**config.mk**
```make
export PLATFORM = sky130hd
export DESIGN_NAME = fault_watch
export DESIGN_NICKNAME = d
export VERILOG_FILES = /design/src/rtl/fw_pkg.sv /design/src/rtl/fw_excite_cond.sv /design/src/rtl/fw_mismatch.sv /design/src/rtl/fw_cycle_count.sv /design/src/rtl/fw_event_stamp.sv /design/src/rtl/fault_watch.sv
export SDC_FILE = /design/constraint.sdc
export NUM_CORES = 1
export LEC_CHECK = 0
export BUFFER_PORTS_ARGS = -buffer_cell sky130_fd_sc_hd__buf_2
export CAP_MARGIN = 15
export CELL_PAD_IN_SITES_DETAIL_PLACEMENT = 0
export CELL_PAD_IN_SITES_GLOBAL_PLACEMENT = 1
export CORE_AREA = 2 2 80 102
export DETAILED_ROUTE_END_ITERATION = 10
export DIE_AREA = 0 0 82 104
export PLACE_DENSITY_LB_ADDON = 0.3
export SYNTH_ARGS = -nofsm -noshare
export SYNTH_HDL_FRONTEND = slang
export SYNTH_HIERARCHICAL = 1
export SYNTH_SLANG_ARGS = --single-unit
```
**constraint.sdc**
```tcl
create_clock -name clk -period 1.9 [get_ports clk]
set_input_delay 0.095 -clock clk [delete_from_list [all_inputs] [get_ports clk]]
set_output_delay 0.095 -clock clk [all_outputs]
set_load 0.005 [all_outputs]
```
**src/rtl/fw_pkg.sv**
```systemverilog
package fw_pkg;

    typedef enum logic [2:0] {
        FK_LUT_BIT   = 3'd0,
        FK_STUCK0    = 3'd1,
        FK_STUCK1    = 3'd2,
        FK_BRIDGE    = 3'd3,
        FK_WIRED_AND = 3'd4,
        FK_WIRED_OR  = 3'd5
    } fault_kind_e;

    typedef struct packed {
        logic a;
        logic c;
    } route_pair_t;

    localparam int EV_EXCITE  = 0;
    localparam int EV_OBSERVE = 1;
    localparam int EV_COUNT   = 2;

    // A wired fault is active when either input differs from the merged value.
    function automatic logic wired_active(logic a, logic c, logic use_or);
        logic merged;
        merged = use_or ? (a | c) : (a & c);
        return (a != merged) || (c != merged);
    endfunction

endpackage

```
**src/rtl/fw_excite_cond.sv**
```systemverilog
module fw_excite_cond
    import fw_pkg::*;
#(
    parameter int LUT_INPUTS = 4
) (
    input  logic [2:0]            kind,
    input  logic [LUT_INPUTS-1:0] lut_target,
    input  logic [LUT_INPUTS-1:0] lut_vec,
    input  route_pair_t           route,
    output logic                  hit
);
    always_comb begin
        case (fault_kind_e'(kind))
            FK_LUT_BIT:   hit = (lut_vec == lut_target);
            FK_STUCK0:    hit = route.a;
            FK_STUCK1:    hit = ~route.a;
            FK_BRIDGE:    hit = route.a ^ route.c;
            FK_WIRED_AND: hit = wired_active(route.a, route.c, 1'b0);
            FK_WIRED_OR:  hit = wired_active(route.a, route.c, 1'b1);
            default:      hit = 1'b0;
        endcase
    end
endmodule

```
**src/rtl/fw_mismatch.sv**
```systemverilog
module fw_mismatch #(
    parameter int OUT_W = 4
) (
    input  logic [OUT_W-1:0] golden,
    input  logic [OUT_W-1:0] faulty,
    output logic             hit
);
    logic [OUT_W-1:0] diff;

    for (genvar i = 0; i < OUT_W; i++) begin : g_bit
        assign diff[i] = golden[i] ^ faulty[i];
    end

    assign hit = |diff;
endmodule

```
**src/rtl/fw_cycle_count.sv**
```systemverilog
module fw_cycle_count #(
    parameter int CNT_W = 16
) (
    input  logic             clk,
    input  logic             rst,
    input  logic             clear,
    output logic [CNT_W-1:0] count
);
    localparam logic [CNT_W-1:0] CNT_MAX = '1;

    always_ff @(posedge clk) begin
        if (rst || clear)
            count <= '0;
        else if (count != CNT_MAX)
            count <= count + CNT_W'(1);
    end

    // the counter steps by one per cycle until it saturates
    a_r9_count_step: assert property (@(posedge clk) disable iff (rst)
        (!clear && count != CNT_MAX) |=> count == $past(count) + CNT_W'(1));
endmodule

```
**src/rtl/fw_event_stamp.sv**
```systemverilog
module fw_event_stamp #(
    parameter int CNT_W = 16
) (
    input  logic             clk,
    input  logic             rst,
    input  logic             clear,
    input  logic             hit,
    input  logic [CNT_W-1:0] count,
    output logic             flag,
    output logic [CNT_W-1:0] stamp
);
    always_ff @(posedge clk) begin
        if (rst || clear) begin
            flag  <= 1'b0;
            stamp <= '0;
        end else if (hit && !flag) begin
            flag  <= 1'b1;
            stamp <= count;
        end
    end

    a_r6_flag_sticky: assert property (@(posedge clk) disable iff (rst)
        (flag && !clear) |=> flag);

    a_r7_stamp_hold: assert property (@(posedge clk) disable iff (rst)
        (flag && !clear) |=> $stable(stamp));
endmodule

```
**src/rtl/fault_watch.sv**
```systemverilog
module fault_watch
    import fw_pkg::*;
#(
    parameter int LUT_INPUTS = 4,
    parameter int OUT_W      = 4,
    parameter int CNT_W      = 16
) (
    input  logic                  clk,
    input  logic                  rst,
    input  logic                  clear,
    input  logic                  run_end,
    input  logic [2:0]            fault_kind,
    input  logic [LUT_INPUTS-1:0] lut_target,
    input  logic [LUT_INPUTS-1:0] lut_vec,
    input  logic                  route_a,
    input  logic                  route_c,
    input  logic [OUT_W-1:0]      golden_out,
    input  logic [OUT_W-1:0]      faulty_out,
    output logic                  excited,
    output logic                  observed,
    output logic                  masked,
    output logic [CNT_W-1:0]      exc_cycle,
    output logic [CNT_W-1:0]      obs_cycle
);
    logic [EV_COUNT-1:0] ev_hit;
    logic [EV_COUNT-1:0] ev_flag;
    logic [CNT_W-1:0]    ev_stamp [EV_COUNT];
    logic [CNT_W-1:0]    cycle_now;
    route_pair_t         route;

    assign route = '{a: route_a, c: route_c};

    fw_excite_cond #(.LUT_INPUTS(LUT_INPUTS)) u_cond (
        .kind       (fault_kind),
        .lut_target (lut_target),
        .lut_vec    (lut_vec),
        .route      (route),
        .hit        (ev_hit[EV_EXCITE])
    );

    fw_mismatch #(.OUT_W(OUT_W)) u_cmp (
        .golden (golden_out),
        .faulty (faulty_out),
        .hit    (ev_hit[EV_OBSERVE])
    );

    fw_cycle_count #(.CNT_W(CNT_W)) u_cnt (
        .clk   (clk),
        .rst   (rst),
        .clear (clear),
        .count (cycle_now)
    );

    for (genvar e = 0; e < EV_COUNT; e++) begin : g_ev
        fw_event_stamp #(.CNT_W(CNT_W)) u_stamp (
            .clk   (clk),
            .rst   (rst),
            .clear (clear),
            .hit   (ev_hit[e]),
            .count (cycle_now),
            .flag  (ev_flag[e]),
            .stamp (ev_stamp[e])
        );
    end

    assign excited   = ev_flag[EV_EXCITE];
    assign observed  = ev_flag[EV_OBSERVE];
    assign exc_cycle = ev_stamp[EV_EXCITE];
    assign obs_cycle = ev_stamp[EV_OBSERVE];

    always_ff @(posedge clk) begin
        if (rst || clear)
            masked <= 1'b0;
        else if (run_end)
            masked <= (excited | ev_hit[EV_EXCITE]) & ~(observed | ev_hit[EV_OBSERVE]);
    end

    a_r5_mismatch_seen: assert property (@(posedge clk) disable iff (rst)
        (golden_out != faulty_out && !clear) |=> observed);

    a_r8_clear_wins: assert property (@(posedge clk) disable iff (rst)
        clear |=> (!excited && !observed && !masked && exc_cycle == '0 && obs_cycle == '0));

    a_r10_masked_needs_excited: assert property (@(posedge clk) disable iff (rst)
        masked |-> excited);
endmodule

```
==> summary.md <==
| Metric | Value |
|---|---|
| Drt wl/cell | 13.8 um |
| Overall global routing resource usage | 14.9% |
| Status | finished, final reports clean |
| Sequential-to-total area share from yosys stat | 41.9% |
| Clk_skew | 0.00719 ns |
| Initial Utilization | 32.2% |
| Post-synth ARST share | 0% |
| Minimum clock period | 1.62 ns |
| Max-cap violations | 0 |
| Root Buffer | clkbuf_8 |
| Placed Instances | 431 |
| Area of the multi-input gates | 1250 um^2 |
| Worst slew margin | 57.9% |
| Final instance count without filler cells | 440 |
| Drc violations | 0 |
| Pwr dens | 637 nW/um^2 |
| Fin. max-slew vios | 0 |
| Leak | 1.12 nW |
| Worst-skew pair later-pin latency | 0.30 ns |
| Mapped Cells | 272 |
| H-tree depth | 2 |
| Number of flops mapped to enable cells by yosys | 0 |
| Area of the die | 8530 um^2 |
| Final Hold Vio Count | 0 |
| Tcrit/Tclk final | 85.4% |
| CP peak stage delay | 0.49 ns |
| Setup TNS Final | 0 ns |
| Slowest CP cell | dfxtp_1 |
| Setup crit end kind | flop |
| VDD IR max | 0.340 mV |
| CTS Buffer Depth | 2 |
| Clock-pin slew on the worst setup and hold paths | 0.09 ns |
| Antenna cells | 0 |
| Routability congestion estimate | 0.772 |
| Critical Path RT | 2.09 ns |
| Average size of a mapped cell | 8.95 um^2 |
| Worst Path Max Fanout | 8 |
| Core area | 7570 um^2 |
| Antenna Nets Post-Route | 0 |
| Syn_nets | 298 |
| Synthesis-to-finish area growth | 20.4% |
| Share of cells above drive strength 1 | 38.8% |
| Design area | 2930 um^2 |
| Slew at the pin closest to its max-slew limit | 0.632 ns |
| Reg area | 1020 um^2 |
| Netlist Area Pre-Place | 2430 um^2 |
| Die H | 104 um |
| Final setup vio count | 0 |
| Final global-route overflow total | 0 |
| HP Class | primary input to flop |
| # fillers | 814 |
| Placed inst area | 2840 um^2 |
| Utilization after layout | 38.7% |
| CTS tree | yes |
| RSZ-0062 raised after global routing | no |
| DR vias | 2164 |
| Initial antenna violation count | 0 |
| First-pass GRT wire length | 9890 um |
| HPWL after DPL | 4430 um |
| # IOs | 60 |
| Largest net degree at the start of global routing | 18 |
| Synthesis warning total | 6 |
| WL final | 6060 um |
| Predominant post-synthesis flop cell | dfxtp_1 |
| CP Cell Sequence | nand4_2, nor4_1, xnor2_1, a21oi_1 |
| Crit Path Class | flop to flop |
| Netlist cell types | 47 |
| 1st-pass router iterations | 4 |
| Row count | 36 |
| Die Width | 82 um |
| Port bufs | 59 |
| CP arrival | 1.81 ns |
| Register bit count reported by yosys | 51 |
| Final #Nets | 370 |
| TritonCTS Sinks | 51 |
| Post-CTS Hold Fix Bufs | 0 |
| Via density | 4.92 |
| Initial DRC count | 91 |
| Vias in the first global route | 2096 |
| CTS Buf Count | 5 |
| CP Launch Type | flop |
| F_max | 617 MHz |
-- stage by stage --
stage	hold slack, ns	worst slack (ns)	total power, mW
after global routing	0.0554	0.160	1.96
after global placement	0.371	0.213	1.28
after floorplan	0.252	0.176	1.25
after detailed placement	0.376	0.122	1.28
final	0.0503	0.278	1.87
after CTS	0.0480	0.0859	1.90
-- per-layer routing --
layer  GRT usage, %  share of wire, %  wire (um)  vias up
met5              0                 0          0        -
met4           4.76               1.6        100        0
met1           16.9                42       2560     1004
met3           3.91               5.7        348        7
met2           26.3                50       3050       65
li1               -                 -          -     1088
-- sequential cells by signal, indices dropped and copies added (netlist names) --
| register | cells |
|---|---|
| g_ev.u_stamp/flag | 2 |
| g_ev.u_stamp/stamp | 32 |
| masked | 1 |
| u_cnt/count | 16 |
-- area by class of cell --
class / instances / share of cell area, %
Timing Repair Buffer: 78 / 14.9
Tap cell: 95 / 4.05
Inverter: 5 / 0.640
Sequential cell: 51 / 34.8
Multi-Input combinational cell: 203 / 42.8
Clock buffer: 7 / 2.60
Clock inverter: 1 / 0.171
-- power by group --
| group | leakage [nW] | total, mW | internal, mW | switching, mW |
|---|---|---|---|---|
| Clock | 0.0422 | 0.613 | 0.260 | 0.353 |
| Combinational | 0.669 | 0.177 | 0.0614 | 0.115 |
| Sequential | 0.411 | 1.08 | 1.07 | 0.00446 |
-- logic make-up (layout without fill, tap and decap cells) --
group,Yosys count,in the layout,share of synthesized area [%]
simple gates,127,127,28.3
flops,51,51,41.9
compound gates,63,63,18.3
buf+inv,18,91,6.58
mux,1,1,0.411
fa+ha+maj,1,1,0.514
xor+xnor,11,11,3.96
-- path summary, 6_finish.rpt --
check        slack (ns)                                      to  depth (start not counted)                              startpoint
min                0.05                     masked$_SDFFE_PP0P_                          3                                 run_end
min reg2reg        0.46  g_ev[0].u_stamp/stamp[14]$_SDFFE_PP0P_                          2  g_ev[0].u_stamp/stamp[14]$_SDFFE_PP0P_
max                0.28            u_cnt/count[13]$_SDFFE_PP0P_                          4             u_cnt/count[9]$_SDFFE_PP0P_
max reg2reg        0.28            u_cnt/count[13]$_SDFFE_PP0P_                          4             u_cnt/count[9]$_SDFFE_PP0P_
-- synthesized netlist by cell type (2+ instances only) --
cell	n	area share, %
and3_1	2	0.51
a21oi_1	21	4.3
nand2b_1	2	0.51
buf_4	4	1.2
nand3_1	5	1.0
inv_1	5	0.77
o211ai_1	2	0.62
buf_6	6	2.8
or2_1	2	0.51
a311oi_1	2	0.72
nor4_1	3	0.77
nand2_1	50	7.7
nor2_1	14	2.2
o31ai_1	3	0.92
nor3_1	2	0.41
a21oi_2	20	7.2
a31oi_1	4	1.0
a211oi_1	2	0.62
xor2_1	2	0.72
buf_12	2	1.6
or3_1	5	1.3
o21ai_0	5	1.0
dfxtp_1	51	42
nand4_1	5	1.3
or4_1	3	0.92
and2b_1	2	0.62
nand2_2	20	5.1
xnor2_1	9	3.2
-- critical path, delay by kind of cell, from the launching register on --
kind | cells | cell delay (ns)
DFF | 1 | 0.49
and+or+nand+nor | 2 | 0.76
xor gates and xnor gates | 1 | 0.17
AOI/OAI and AO/OA | 1 | 0.08
-- placed cells by master, fill, tap and decap left out, types with 9 or more instances in the layout --
cell type	Yosys	layout
buf_2	0	59
dfxtp_1	51	51
nand2_1	50	50
a21oi_1	21	21
nand2_2	20	20
a21oi_2	20	20
buf_4	4	19
nor2_1	14	14
xnor2_1	9	9
-- timing repair --
item | 4_1_cts | 5_1_grt
setup endpoints to repair | 0 | 1
gates resized for setup | 0 | 0
setup buffers | 0 | 1
(Power assumes the default switching activity.)
